### config.mk
export PLATFORM = sky130hd
export DESIGN_NAME = sdio_cccr_responder
export DESIGN_NICKNAME = d
export VERILOG_FILES = /design/src/rtl/sdio_cccr_pkg.sv /design/src/rtl/sdio_arg_decode.sv /design/src/rtl/sdio_ready_timer.sv /design/src/rtl/sdio_reg_bank.sv /design/src/rtl/sdio_cccr_responder.sv
export SDC_FILE = /design/constraint.sdc
export NUM_CORES = 1
export LEC_CHECK = 0
export CAP_MARGIN = 0
export CORE_MARGIN = 4
export CORE_UTILIZATION = 49
export DETAILED_ROUTE_END_ITERATION = 6
export PLACE_DENSITY = 0.74
export SYNTH_ARGS = -nofsm -noshare
export SYNTH_HDL_FRONTEND = slang
export SYNTH_SLANG_ARGS = --single-unit
export TNS_END_PERCENT = 10
### constraint.sdc
create_clock -name clk -period 3.74 [get_ports clk]
set_clock_uncertainty 0.1 [all_clocks]
set_input_delay 0.935 -clock clk [delete_from_list [all_inputs] [get_ports clk]]
set_output_delay 0.935 -clock clk [all_outputs]
set_load 0.02 [all_outputs]
### src/rtl/sdio_cccr_pkg.sv
package sdio_cccr_pkg;

    localparam int ARG_W  = 32;
    localparam int ADDR_W = 17;
    localparam int BYTE_W = 8;
    localparam int FN_W   = 3;
    localparam int FN_CNT = 7;

    localparam logic [ADDR_W-1:0] ADR_FN_EN   = 17'h00002;
    localparam logic [ADDR_W-1:0] ADR_FN_RDY  = 17'h00003;
    localparam logic [ADDR_W-1:0] ADR_IRQ_EN  = 17'h00004;
    localparam logic [ADDR_W-1:0] ADR_BUS_CTL = 17'h00007;
    localparam logic [ADDR_W-1:0] ADR_CAPS    = 17'h00008;
    localparam logic [ADDR_W-1:0] ADR_SPEED   = 17'h00013;

    localparam logic [BYTE_W-1:0] FN_EN_WMASK = 8'hFE;

    typedef struct packed {
        logic              wr;
        logic [FN_W-1:0]   fn;
        logic              raw;
        logic [ADDR_W-1:0] addr;
        logic [BYTE_W-1:0] wdata;
    } dcmd_t;

    typedef enum logic [2:0] {
        SEL_NONE,
        SEL_FN_EN,
        SEL_FN_RDY,
        SEL_IRQ_EN,
        SEL_BUS_CTL,
        SEL_CAPS,
        SEL_SPEED
    } regsel_e;

    function automatic regsel_e addr_to_sel(input logic [ADDR_W-1:0] a);
        regsel_e s;
        case (a)
            ADR_FN_EN:   s = SEL_FN_EN;
            ADR_FN_RDY:  s = SEL_FN_RDY;
            ADR_IRQ_EN:  s = SEL_IRQ_EN;
            ADR_BUS_CTL: s = SEL_BUS_CTL;
            ADR_CAPS:    s = SEL_CAPS;
            ADR_SPEED:   s = SEL_SPEED;
            default:     s = SEL_NONE;
        endcase
        return s;
    endfunction

    function automatic logic width_ok(input logic [1:0] w);
        return (w == 2'b00) || (w == 2'b10);
    endfunction

endpackage

### src/rtl/sdio_arg_decode.sv
module sdio_arg_decode
    import sdio_cccr_pkg::*;
(
    input  logic [ARG_W-1:0] arg,
    output dcmd_t            cmd,
    output regsel_e          sel,
    output logic             hit
);

    logic unused_arg_bits;

    always_comb begin
        cmd.wr    = arg[31];
        cmd.fn    = arg[30:28];
        cmd.raw   = arg[27];
        cmd.addr  = arg[25:9];
        cmd.wdata = arg[7:0];
    end

    assign unused_arg_bits = ^{arg[26], arg[8]};
    assign sel = addr_to_sel(cmd.addr);
    assign hit = (cmd.fn == '0) && (sel != SEL_NONE);

endmodule

### src/rtl/sdio_ready_timer.sv
module sdio_ready_timer #(
    parameter int DELAY = 16
) (
    input  logic clk,
    input  logic rst,
    input  logic en,
    output logic rdy
);

    localparam int CW = (DELAY < 2) ? 1 : $clog2(DELAY + 1);
    localparam logic [CW-1:0] LAST = CW'(DELAY - 1);

    logic [CW-1:0] cnt;

    always_ff @(posedge clk) begin
        if (rst || !en) begin
            cnt <= '0;
            rdy <= 1'b0;
        end else if (!rdy) begin
            if (cnt == LAST) begin
                rdy <= 1'b1;
            end else begin
                cnt <= cnt + 1'b1;
            end
        end
    end

endmodule

### src/rtl/sdio_reg_bank.sv
module sdio_reg_bank
    import sdio_cccr_pkg::*;
#(
    parameter logic [BYTE_W-1:0] CAP_VALUE  = 8'h13,
    parameter bit                HS_SUPPORT = 1'b1
) (
    input  logic              clk,
    input  logic              rst,
    input  logic              acc_valid,
    input  dcmd_t             cmd,
    input  regsel_e           sel,
    input  logic              hit,
    input  logic [BYTE_W-1:0] rdy_vec,
    output logic [BYTE_W-1:0] fn_en_q,
    output logic [BYTE_W-1:0] irq_en_q,
    output logic [BYTE_W-1:0] bus_q,
    output logic [BYTE_W-1:0] speed_q,
    output logic [BYTE_W-1:0] rd_before,
    output logic [BYTE_W-1:0] rd_after
);

    localparam logic [BYTE_W-1:0] SPEED_RST = {{(BYTE_W-1){1'b0}}, HS_SUPPORT};

    logic              wr_fire;
    logic [BYTE_W-1:0] fn_en_nx, irq_en_nx, bus_nx, speed_nx;

    function automatic logic [BYTE_W-1:0] view(
        input regsel_e           s,
        input logic [BYTE_W-1:0] en_v,
        input logic [BYTE_W-1:0] ie_v,
        input logic [BYTE_W-1:0] bus_v,
        input logic [BYTE_W-1:0] hs_v,
        input logic [BYTE_W-1:0] rdy_v
    );
        logic [BYTE_W-1:0] v;
        case (s)
            SEL_FN_EN:   v = en_v;
            SEL_FN_RDY:  v = rdy_v;
            SEL_IRQ_EN:  v = ie_v;
            SEL_BUS_CTL: v = bus_v;
            SEL_CAPS:    v = CAP_VALUE;
            SEL_SPEED:   v = hs_v;
            default:     v = '0;
        endcase
        return v;
    endfunction

    assign wr_fire = acc_valid && hit && cmd.wr;

    always_comb begin
        fn_en_nx  = fn_en_q;
        irq_en_nx = irq_en_q;
        bus_nx    = bus_q;
        speed_nx  = speed_q;
        if (wr_fire) begin
            case (sel)
                SEL_FN_EN:  fn_en_nx  = cmd.wdata & FN_EN_WMASK;
                SEL_IRQ_EN: irq_en_nx = cmd.wdata;
                SEL_BUS_CTL: begin
                    bus_nx      = '0;
                    bus_nx[7]   = cmd.wdata[7];
                    bus_nx[1:0] = width_ok(cmd.wdata[1:0]) ? cmd.wdata[1:0] : bus_q[1:0];
                end
                SEL_SPEED: begin
                    speed_nx    = SPEED_RST;
                    speed_nx[1] = HS_SUPPORT ? cmd.wdata[1] : 1'b0;
                end
                default: ;
            endcase
        end
    end

    always_ff @(posedge clk) begin
        if (rst) begin
            fn_en_q  <= '0;
            irq_en_q <= '0;
            bus_q    <= '0;
            speed_q  <= SPEED_RST;
        end else begin
            fn_en_q  <= fn_en_nx;
            irq_en_q <= irq_en_nx;
            bus_q    <= bus_nx;
            speed_q  <= speed_nx;
        end
    end

    assign rd_before = view(sel, fn_en_q, irq_en_q, bus_q, speed_q, rdy_vec);
    assign rd_after  = view(sel, fn_en_nx, irq_en_nx, bus_nx, speed_nx, rdy_vec);

endmodule

### src/rtl/sdio_cccr_responder.sv
module sdio_cccr_responder
    import sdio_cccr_pkg::*;
#(
    parameter int                READY_DELAY = 16,
    parameter logic [BYTE_W-1:0] CAP_VALUE   = 8'h13,
    parameter bit                HS_SUPPORT  = 1'b1
) (
    input  logic              clk,
    input  logic              rst,
    input  logic              cmd_valid,
    input  logic [ARG_W-1:0]  cmd_arg,
    output logic              resp_valid,
    output logic [BYTE_W-1:0] resp_data,
    output logic              resp_err
);

    dcmd_t             cmd;
    regsel_e           sel;
    logic              hit;
    logic [BYTE_W-1:0] fn_en_q, irq_en_q, bus_q, speed_q;
    logic [BYTE_W-1:0] rd_before, rd_after;
    logic [BYTE_W-1:0] rdy_raw, rdy_vec;

    sdio_arg_decode u_dec (
        .arg (cmd_arg),
        .cmd (cmd),
        .sel (sel),
        .hit (hit)
    );

    assign rdy_raw[0] = 1'b0;

    for (genvar g = 1; g <= FN_CNT; g++) begin : g_fn_timer
        sdio_ready_timer #(.DELAY(READY_DELAY)) u_tmr (
            .clk (clk),
            .rst (rst),
            .en  (fn_en_q[g]),
            .rdy (rdy_raw[g])
        );
    end

    assign rdy_vec = rdy_raw & fn_en_q;

    sdio_reg_bank #(
        .CAP_VALUE  (CAP_VALUE),
        .HS_SUPPORT (HS_SUPPORT)
    ) u_bank (
        .clk       (clk),
        .rst       (rst),
        .acc_valid (cmd_valid),
        .cmd       (cmd),
        .sel       (sel),
        .hit       (hit),
        .rdy_vec   (rdy_vec),
        .fn_en_q   (fn_en_q),
        .irq_en_q  (irq_en_q),
        .bus_q     (bus_q),
        .speed_q   (speed_q),
        .rd_before (rd_before),
        .rd_after  (rd_after)
    );

    always_ff @(posedge clk) begin
        if (rst) begin
            resp_valid <= 1'b0;
            resp_data  <= '0;
            resp_err   <= 1'b0;
        end else begin
            resp_valid <= cmd_valid;
            resp_data  <= '0;
            resp_err   <= 1'b0;
            if (cmd_valid) begin
                if (!hit) begin
                    resp_err <= 1'b1;
                end else if (!cmd.wr) begin
                    resp_data <= rd_before;
                end else if (cmd.raw) begin
                    resp_data <= rd_after;
                end
            end
        end
    end

endmodule

* Word-level counts from Yosys, hierarchy flattened
Index checks and enable logic that the tools add are counted.
** Word-level totals
- RAM bits :: 0
- Bits in registers :: 84
- ROM bits :: 0
- Bits of input ports :: 35
- Memories kept :: 0
- Latch bits :: 0
** Cells by class
- $add $sub $neg :: 7
- Reductions and logical operators :: 30
- Bitwise gates (word level) :: 17
- $mul :: 0
- Div/mod/pow operators :: 0
- Eq/ne operators :: 20
- Shift operators :: 0
- Mux-type cells :: 29
- Magnitude comparators :: 0
** Operators with widths (count)
- 8-bit one-hot mux with 6 select lines :: 2
- 8-bit two-way mux :: 10
- 5-bit by 1-bit adder with 5-bit output (second input constant) :: 7
- 5-bit by 4-bit == test with 1-bit output (second input constant) :: 7
- 17-bit by 2-bit == test with 1-bit output (second input constant) :: 2
- 17-bit by 3-bit == test with 1-bit output (second input constant) :: 2
- 3-bit one-hot mux with 6 select lines :: 1
- 17-bit by 4-bit == test with 1-bit output (second input constant) :: 1
- 17-bit by 5-bit == test with 1-bit output (second input constant) :: 1
- 1-bit NOT :: 16
- 1-bit two-way mux :: 15
- 2-bit AND reduction :: 7
- 3-bit == test (second input constant) :: 3
- 8-bit AND :: 1
- 1-bit logical OR :: 8
- 1-bit logical NOT :: 7
- 3-bit by 2-bit == test with 1-bit output (second input constant) :: 2
- 3-bit by 1-bit == test with 1-bit output (second input constant) :: 1
- 1-bit logical AND :: 3
- 3-bit logical NOT :: 1
- 3-bit nonzero test :: 1
- 3-bit OR reduction :: 1
- 2-bit == test (second input constant) :: 1
- 2-bit logical NOT :: 1
- 2 further kinds :: 2

* Logic depth before layout (Yosys ltp)
Gate-level depths: netlist (run 1).
- Depth after elaboration :: 10
- Depth in mapped cells :: 9
- Depth with buffers taken out :: 7

* Cells and area by module
From an unflattened synthesis (run 1), not the netlist that was laid out.
** Second synthesis, totals
- Cell total of the unflattened synthesis :: 514
- Area total of the unflattened synthesis :: 4425.5 µm²
** Modules (own cells, without submodules)
- sdio_reg_bank :: seq. area each 640.6 µm², times used 1, area each 1853.0 µm², cells an instance 223
- sdio_ready_timer :: seq. area each 120.1 µm², times used 7, area each 252.7 µm², cells an instance 27
- sdio_cccr_responder :: seq. area each 200.2 µm², times used 1, area each 414.1 µm², cells an instance 47
- sdio_arg_decode :: seq. area each 0.0 µm², times used 1, area each 389.1 µm², cells an instance 55

* Least setup slack after synthesis (run 1)
Ideal clock, no wire load.
- Path type :: input to register
- Start :: input port cmd_arg[14]
- End :: register resp_data[0]
- Setup slack :: 0.567 ns
- Data required time :: 3.509 ns
- Stages :: 7
- Arrival :: 2.942 ns
- Path through :: or4_4 > or4b_4 > a31oi_4 > o21ai_4 > mux2_1 > a211oi_1 > a211oi_1
** On the way
- Longest elaborated chain between the ends :: 10
- Elaborated cells on any way between the ends :: 31
- Those cells by class :: 12 x eq/ne; 13 x mux; 1 x bitwise; 5 x reduce/logical
** Ends and longest elaborated chain
- start, declared :: RTL line sdio_cccr_responder.sv:11 : input logic [ARG_W-1:0] cmd_arg,
- 17-bit by 5-bit == test with 1-bit output (tied with other cells) :: RTL line sdio_cccr_pkg.sv:38 : case (a)
- 3-bit one-hot mux with 6 select lines (*) :: RTL line sdio_cccr_pkg.sv:38
- 3-bit nonzero test :: RTL line sdio_arg_decode.sv:22 : assign hit = (cmd.fn == '0) && (sel != SEL_NONE);
- 1-bit logical AND :: RTL line sdio_arg_decode.sv:22
- 1-bit logical AND (2 in series) :: RTL line sdio_reg_bank.sv:48 : assign wr_fire = acc_valid && hit && cmd.wr;
- 8-bit two-way mux :: RTL line sdio_reg_bank.sv:55 : if (wr_fire) begin
- 8-bit one-hot mux with 6 select lines :: RTL line sdio_reg_bank.sv:36 : case (s)
- 8-bit two-way mux :: RTL line sdio_cccr_responder.sv:77 : end else if (cmd.raw) begin
- 8-bit two-way mux :: RTL line sdio_cccr_responder.sv:75 : end else if (!cmd.wr) begin
- end signal, assigned :: RTL line sdio_cccr_responder.sv:76 : resp_data <= rd_before;
- end signal, assigned :: RTL line sdio_cccr_responder.sv:78 : resp_data <= rd_after;
- end, declared :: RTL line sdio_cccr_responder.sv:13 : output logic [BYTE_W-1:0] resp_data,
Every way passes the cells marked *; elsewhere a longest branch is shown, timed or not.
A chain may end at the register's enable or synchronous reset.

* Worst setup path in the final report (run 1)
- Start :: input port cmd_arg[14]
- End :: register resp_data[1]
Same word-level chain as after synthesis.

==> tab_implementation.tex, run 1 <==
\begin{tabular}{lr}
\hline
Metric & Value \\
\hline
\multicolumn{2}{l}{\textbf{Timing}} \\
Slew at the pin closest to its max-slew limit & 0.5961 ns \\
Maximum clock rate & about 290 MHz \\
Number of hold violations in the final report & 0 \\
Worst hold slack & 0.3618 ns \\
Fraction of the cycle the final worst path needs & roughly nine tenths \\
Final critical delay including setup and external delays & between 3 and 4 ns \\
Max Slew Vio Count & 0 \\
Smallest setup slack after layout & 0.3158 ns \\
Count of endpoints failing setup in the final report & 0 \\
Slew Limit Headroom & 60.26\% \\
Setup repair after global routing missed its margin & false \\
\multicolumn{2}{l}{\textbf{CTS}} \\
Maximum buffer depth of the clock tree & 2 \\
Post-cts gate resize count & 0 \\
Clock buffer count from CTS & 9 \\
Clock tree root driver cell & clkbuf\_8 \\
Post-CTS setup buffer count & 0 \\
Clock-pin slew reported for the worst setup and hold paths after clock tree synthesis & 0.07 ns \\
Number of sinks driven by the clock tree & 84 \\
Clock tree from TritonCTS & yes \\
Worst-Skew Late Latency & approximately 0.35 ns \\
Post-cts hold buffer count & 0 \\
CTS H-Tree Depth & 3 \\
\multicolumn{2}{l}{\textbf{Routing}} \\
Vias/cell & 5.523 \\
Highest routed metal layer & met4 \\
Initial DRT Pass Iterations & 5 \\
Detailed Route Iter0 Violations & 233 \\
DRT Wirelength & 8.746 mm \\
Post-route met1 wirelength & 3.788 mm \\
WL per Instance & approximately 15 um \\
Routed length on met2 & 4.159 mm \\
DRC violations left & 0 \\
Met3 wirelength from detailed routing & 611 um \\
Antenna-violating nets left & 0 \\
Vias & 3308 \\
\multicolumn{2}{l}{\textbf{Die}} \\
Total I/O pin count & 45 \\
Standard cell core area & 7331 um\^{}2 \\
Standard-cell row count & 31 \\
Full die area & 9105 um\^{}2 \\
Effective utilization at floorplan & 51.08\% \\
Vertical die dimension & 95.42 um \\
Die width & 95.42 um \\
\multicolumn{2}{l}{\textbf{Placement}} \\
Area after detailed placement & roughly 4400 um\^{}2 \\
Input/output buffers & 42 \\
DPL Wire Length & approximately 6.5 mm \\
GPL Wtd Cong & $\sim$0.9 \\
Post-placement setup slack & -0.02025 ns \\
Count of placed standard cells including taps & 584 \\
\multicolumn{2}{l}{\textbf{Worst setup path}} \\
Arr. time, crit path & 3.59 ns \\
Maximum fanout count along the critical path & 9 \\
Required time of the critical path & 3.90 ns \\
Critical Path End Type & register \\
Worst setup SP type & input pin \\
Kind of critical path & in2reg \\
\multicolumn{2}{l}{\textbf{Power and ir drop}} \\
Power per unit of standard cell area & 367.8 nW/um\^{}2 \\
Leakage power figure & about 1.7 nW \\
Total chip power & 0.001708 W \\
VDD IR-drop max & just under 0.4 mV \\
\multicolumn{2}{l}{\textbf{Synthesis}} \\
Total standard cell area after synthesis & 3745 um\^{}2 \\
Main combinational cell family by area after synthesis & simple AND/OR/NAND/NOR gates \\
Post-synthesis sequential area ratio & 44.90\% \\
Mux contribution to synthesized area & 3.274\% \\
Syn Nets & 479 \\
Adder-cell area share of the yosys netlist & 4.678\% \\
Async S/R FF share, synth & 0\% \\
Number of different library cells in the post-synthesis netlist & 49 \\
XOR/XNOR share of the synthesized area & under 10\% \\
Post-synthesis average cell area & 8.709 um\^{}2 \\
Synth Warn \# & 0 \\
Primary flip-flop cell chosen by synthesis mapping & dfxtp\_1 \\
Number of cells produced by synthesis & 430 \\
Number of enable-type register cells in the synthesized netlist & 0 \\
Compound-cell area share of the yosys netlist & about 17\% \\
Seq cells post-synth & between 80 and 90 \\
Share of synthesized cell area in and, or, nand and nor gates & 22.29\% \\
\multicolumn{2}{l}{\textbf{Global routing}} \\
GRT Resource Usage Total & 20.33\% \\
Maximum number of pins on one net before global-route repair & 14 \\
Number of global-route vias before repair & 3155 \\
Overflow left after global routing & 0 \\
Initial antenna violation count & 0 \\
Global-route wire length before repair & 14.38 mm \\
\multicolumn{2}{l}{\textbf{Final layout}} \\
Filler cell count & 606 \\
Antenna diodes & 0 \\
Non-filler cells in the finished layout & 599 \\
Layout cell share with drive strength beyond 1 & about a tenth \\
Area of all placed cells without fillers & 4643 um\^{}2 \\
Area overhead of the layout relative to synthesis & 23.99\% \\
Post-layout nets & 545 \\
\multicolumn{2}{l}{\textbf{Job}} \\
Number of maximum-capacitance violations & 0 \\
\multicolumn{2}{l}{\textbf{Status}} \\
Result of the run & completed \\
\multicolumn{2}{l}{\textbf{Hold path}} \\
Worst Hold Class & reg2reg \\
\hline
\end{tabular}
power by group:
group          internal, W  total [W]  switching (W)
combinational    0.0000391  0.0000714      0.0000323
clock             0.000442   0.000742       0.000300
sequential        0.000895   0.000895    0.000000238
total              0.00138    0.00171       0.000333
worst paths after layout:
kind	start	end	slack (ns)	cells after the start
max	cmd_arg[14]	resp_data[1]	0.32	9
min	u_bank.bus_q[6]	u_bank.bus_q[6]	0.36	1
max reg2reg	g_fn_timer[2].u_tmr.cnt[0]	g_fn_timer[2].u_tmr.cnt[3]	1.81	7
min reg2reg	u_bank.bus_q[6]	u_bank.bus_q[6]	0.36	1
Yosys cell counts, types with 3 or more instances:
library cell  number  area, um^2
dfxtp_1           84        1682
nor2_1            63       236.5
nand2_1           49       183.9
a21oi_1           29       145.1
o21ai_0           22       110.1
inv_1             15       56.30
and2_1            14       87.58
ha_1              14       175.2
xor2_1            14       122.6
a211oi_1          12       90.09
nand3_1           11       55.05
and3_1            10       62.56
mux2i_1           10       100.1
nand4_1            8       50.05
xnor2_1            7       61.31
clkbuf_1           6       22.52
a222oi_1           5       50.05
o21ai_1            5       25.02
a22oi_1            4       30.03
a22o_1             3       26.28
a31oi_1            3       18.77
buf_2              3       15.01
nor3_2             3       30.03
or2_2              3       18.77
routing by layer:
metal | vias to the layer above | GRT usage (%)
li1 | 1647 | -
met1 | 1529 | 25.15
met2 | 117 | 33.88
met3 | 15 | 5.367
met4 | 0 | 7.701
met5 | - | 0
kinds of logic (layout without fill, tap and decap cells):
logic type | after synthesis | in the layout
buffers and inverters | 27 | 97
adders and majority gates | 14 | 14
AOI/OAI and AO/OA | 96 | 96
xor gates and xnor gates | 21 | 21
DFF | 84 | 84
and+or+nand+nor | 176 | 176
muxes | 12 | 12
through the flow:
stage,util [%],setup TNS (ns)
2_1_floorplan,-,0
3_3_place_gp,60.20,0
3_5_place_dp,60.20,-0.02332
4_1_cts,63.34,0
5_1_grt,63.34,0
6_report,63.34,0
cell type report:
| cell class | instances | area, um^2 | share of cell area, % |
|---|---|---|---|
| multi-input cells | 319 | 1943 | 41.85 |
| flip-flops and latches | 84 | 1682 | 36.22 |
| repair buffers | 67 | 608.1 | 13.10 |
| clock buffers | 11 | 131.4 | 2.829 |
| well taps | 99 | 123.9 | 2.668 |
| clock inverters | 4 | 98.84 | 2.129 |
| inverters | 15 | 56.30 | 1.213 |
cell usage in the layout, fill, tap and decap left out, drive strengths merged, types with 8 or more instances in the layout:
cell type / Yosys / layout
a211oi: 12 / 12
nand3: 11 / 11
and2: 14 / 14
nand2: 49 / 49
nand4: 8 / 8
mux2i: 10 / 10
a21oi: 30 / 30
buf: 6 / 25
o21ai: 28 / 28
clkbuf: 6 / 11
nor2: 65 / 65
inv: 15 / 15
ha: 14 / 14
and3: 10 / 10
xor2: 14 / 14
dfxtp: 84 / 84
clkdlybuf4s50: 0 / 42
registers in the layout, summed over array words and instances (netlist names):
name / cells
resp_err: 1
u_bank.bus_q: 8
resp_valid: 1
u_bank.irq_en_q: 8
u_bank.speed_q: 8
g_fn_timer.u_tmr.cnt: 35
g_fn_timer.u_tmr.rdy: 7
resp_data: 8
u_bank.fn_en_q: 8
critical path, stage by stage:
cell and delay [ns]:
clkdlybuf4s50_1 0.39, or4_4 0.54, or4b_4 0.59, buf_4 0.20, or2_2 0.31, o311ai_0 0.13
a32o_1 0.24, a211oi_1 0.05, o21ai_1 0.19
(Power assumes the default switching activity.)
==> inputs of run 2 (changes only) <==
--- a/config.mk
+++ b/config.mk
@@ -9,6 +9,7 @@
 export CORE_MARGIN = 4
 export CORE_UTILIZATION = 49
 export DETAILED_ROUTE_END_ITERATION = 6
+export GPL_TIMING_DRIVEN = 1
 export PLACE_DENSITY = 0.74
 export SYNTH_ARGS = -nofsm -noshare
 export SYNTH_HDL_FRONTEND = slang
==> constraint.sdc (replaced) <==
create_clock -name clk -period 3.8 [get_ports clk]
set_clock_uncertainty 0.1 [all_clocks]
set_input_delay 0.95 -clock clk [delete_from_list [all_inputs] [get_ports clk]]
set_output_delay 0.95 -clock clk [all_outputs]
set_load 0.02 [all_outputs]
==> run 2 against run 1 <==
Worst hold slack got worse by 0.0025 ns; critical path depth stayed put; non-clock buffer count down 3; sequential share of layout area grew 0.15 points; power fell by 2.3%; sequential power shrank 2%; cell area shrank 0.40%; critical path type unchanged; largest power group unchanged.
==> tab_implementation.tex, run 2 (synthesized netlist as in run 1, its figures left out) <==
\begin{tabular}{lr}
\hline
Metric & Value \\
\hline
\multicolumn{2}{l}{\textbf{Timing}} \\
Smallest setup slack after layout & approximately 0.36 ns \\
Number of hold violations in the final report & 0 \\
Fraction of the cycle the final worst path needs & 90.49\% \\
Max Slew Vio Count & 0 \\
Slew Limit Headroom & 58.38\% \\
Final critical delay including setup and external delays & 3.439 ns \\
Slew at the pin closest to its max-slew limit & roughly 0.62 ns \\
Setup repair after global routing missed its margin & false \\
Maximum clock rate & 290.8 MHz \\
Final setup TNS & 0 ns \\
Count of endpoints failing setup in the final report & 0 \\
\multicolumn{2}{l}{\textbf{Final layout}} \\
Post-layout nets & between 500 and 600 \\
Commonest cells after routing, fill and taps aside & 84 x dfxtp\_1, 63 x nor2\_1, 49 x nand2\_1 \\
Largest Register & g\_fn\_timer.u\_tmr.cnt \\
Layout cell share with drive strength beyond 1 & 10.24\% \\
Area overhead of the layout relative to synthesis & 23.49\% \\
Antenna diodes & 0 \\
Max reg flops & 35 \\
Area of all placed cells without fillers & between 4000 and 5000 um\^{}2 \\
Filler cell count & 601 \\
Most frequent standard cell in the layout excluding fill and tap cells & dfxtp\_1 \\
\multicolumn{2}{l}{\textbf{Worst setup path}} \\
Family of cells with the greatest summed delay on the critical path & simple AND/OR/NAND/NOR gates \\
WP buf/inv & 2 \\
Critical-path cell list & clkdlybuf4s50\_1 -> or4\_4 -> or4b\_4 -> buf\_4 -> or2\_2 -> o311ai\_0 -> a32o\_1 -> a211oi\_1 -> o21ai\_1 \\
Worst setup SP type & input pin \\
Worst reg2reg path depth & 7 \\
Delay of the slowest cell on the worst path & 0.58 ns \\
Logic depth of the worst path, buffers included & 9 \\
Critical Path End Type & register \\
Maximum fanout count along the critical path & 6 \\
Arr. time, crit path & 3.60 ns \\
Kind of critical path & in2reg \\
Cell with the largest stage delay on the worst path & or4b\_4 \\
Required time of the critical path & 3.96 ns \\
\multicolumn{2}{l}{\textbf{CTS}} \\
Number of sinks driven by the clock tree & 84 \\
Clock tree from TritonCTS & yes \\
Post-CTS setup buffer count & 0 \\
CTS H-Tree Depth & 3 \\
Clock buffer count from CTS & 9 \\
Post-cts gate resize count & 0 \\
Worst-Skew Late Latency & 0.35 ns \\
Maximum buffer depth of the clock tree & 2 \\
Clock tree root driver cell & clkbuf\_8 \\
Clock-pin slew reported for the worst setup and hold paths after clock tree synthesis & 0.08 ns \\
Post-cts hold buffer count & 0 \\
\multicolumn{2}{l}{\textbf{Placement}} \\
GPL Wtd Cong & 0.9021 \\
Area after detailed placement & 4390 um\^{}2 \\
DPL Wire Length & 6.594 mm \\
Post-placement setup slack & roughly 0.037 ns \\
Input/output buffers & 42 \\
\multicolumn{2}{l}{\textbf{Routing}} \\
Antenna-violating nets left & 0 \\
Vias & 3272 \\
Post-route met1 wirelength & 3.887 mm \\
Detailed Route Iter0 Violations & 264 \\
DRC violations left & 0 \\
Highest routed metal layer & met4 \\
Initial DRT Pass Iterations & 5 \\
Routed length on met2 & roughly 4.2 mm \\
WL per Instance & about 15 um \\
Met3 wirelength from detailed routing & 616 um \\
Vias/cell & between 5 and 6 \\
DRT Wirelength & 8.846 mm \\
\multicolumn{2}{l}{\textbf{Die}} \\
Die width & approximately 95 um \\
Effective utilization at floorplan & roughly half \\
Vertical die dimension & 95.42 um \\
Total I/O pin count & 45 \\
Standard-cell row count & 31 \\
Full die area & 9105 um\^{}2 \\
Standard cell core area & about 7300 um\^{}2 \\
\multicolumn{2}{l}{\textbf{Status}} \\
Result of the run & completed \\
\multicolumn{2}{l}{\textbf{Hold path}} \\
Worst Hold Class & reg2reg \\
Min-Delay Path Depth & 2 \\
\multicolumn{2}{l}{\textbf{Job}} \\
Number of maximum-capacitance violations & 0 \\
\multicolumn{2}{l}{\textbf{Global routing}} \\
Global-route wire length before repair & around 14 mm \\
GRT Resource Usage Total & 20.42\% \\
Number of global-route vias before repair & roughly 3100 \\
Overflow left after global routing & 0 \\
Maximum number of pins on one net before global-route repair & 16 \\
Initial antenna violation count & 0 \\
\multicolumn{2}{l}{\textbf{Power and ir drop}} \\
Part of the total power dissipated in combinational logic & 4.2\% \\
Sequential cell fraction of total power & 52.8\% \\
VDD IR-drop max & 0.2386 mV \\
Internal portion of total power & 0.001313 W \\
Leakage power figure & 1.659 nW \\
Switch Pwr & 0.0003554 W \\
Switching part of the total & 21.30\% \\
Power share of the clock group & 43.1\% \\
Power per unit of standard cell area & roughly 360 nW/um\^{}2 \\
\hline
\end{tabular}
## run 2: cell types whose count changed in the layout (fill, tap and decap cells not counted), sizes merged
cell | before | now
buf | 25 | 22
clkinvlp | 0 | 1
inv | 15 | 16
clkinv | 1 | 2
bufinv | 3 | 2
clkbuf | 11 | 10
## run 2: power by group through the flow
| stage | clock network, W | logic (W) | registers (W) |
|---|---|---|---|
| floorplan | 0 | 0.0000169 | 0.000903 |
| global placement | 0 | 0.0000685 | 0.000901 |
| detailed placement | 0 | 0.0000691 | 0.000901 |
| CTS | 0.000734 | 0.0000693 | 0.000881 |
| global route | 0.000770 | 0.0000736 | 0.000881 |
| finish | 0.000718 | 0.0000694 | 0.000881 |
## run 2: metal layers
layer / track usage (%) / vias to the layer above
met5: 0 / -
met4: 8.531 / 0
met3: 3.710 / 13
met2: 34.52 / 121
met1: 25.56 / 1505
li1: - / 1633
## run 2: final timing paths
path	from	to	slack (ns)
worst max-delay path	cmd_arg[14]	resp_data[1]	0.36
worst min-delay path	u_bank.bus_q[7]	u_bank.bus_q[7]	0.36
worst max register to register	g_fn_timer[4].u_tmr.cnt[0]	g_fn_timer[4].u_tmr.cnt[3]	1.92
worst min register to register	u_bank.bus_q[7]	u_bank.bus_q[7]	0.36
## run 2: tightest hold or removal path, cell delays in order (launching register included)
cell and delay [ns]:
dfxtp_1 0.31, nand2_1 0.05, a21oi_1 0.05
## run 2: layout make-up
| cell class | instances | area [um^2] | share of cell area, % |
|---|---|---|---|
| repair buffers | 64 | 585.6 | 12.66 |
| clock buffers | 10 | 137.6 | 2.976 |
| well taps | 99 | 123.9 | 2.679 |
| flip-flops and latches | 84 | 1682 | 36.36 |
| inverters | 15 | 56.30 | 1.218 |
| multi-input cells | 319 | 1943 | 42.02 |
| clock inverters | 6 | 96.34 | 2.083 |
## run 2: metrics by stage
| stage | utilization, % | instances | power (W) | hold slack [ns] |
|---|---|---|---|---|
| after floorplan | - | 430 | 0.0009198 | 0.3284 |
| final | 63.08 | 597 | 0.001668 | 0.3593 |
| after global placement | 59.89 | 581 | 0.0009699 | 0.3420 |
| after CTS | 63.08 | 597 | 0.001684 | 0.3598 |
| after detailed placement | 59.89 | 581 | 0.0009705 | 0.3483 |
| after global routing | 63.08 | 597 | 0.001725 | 0.3826 |
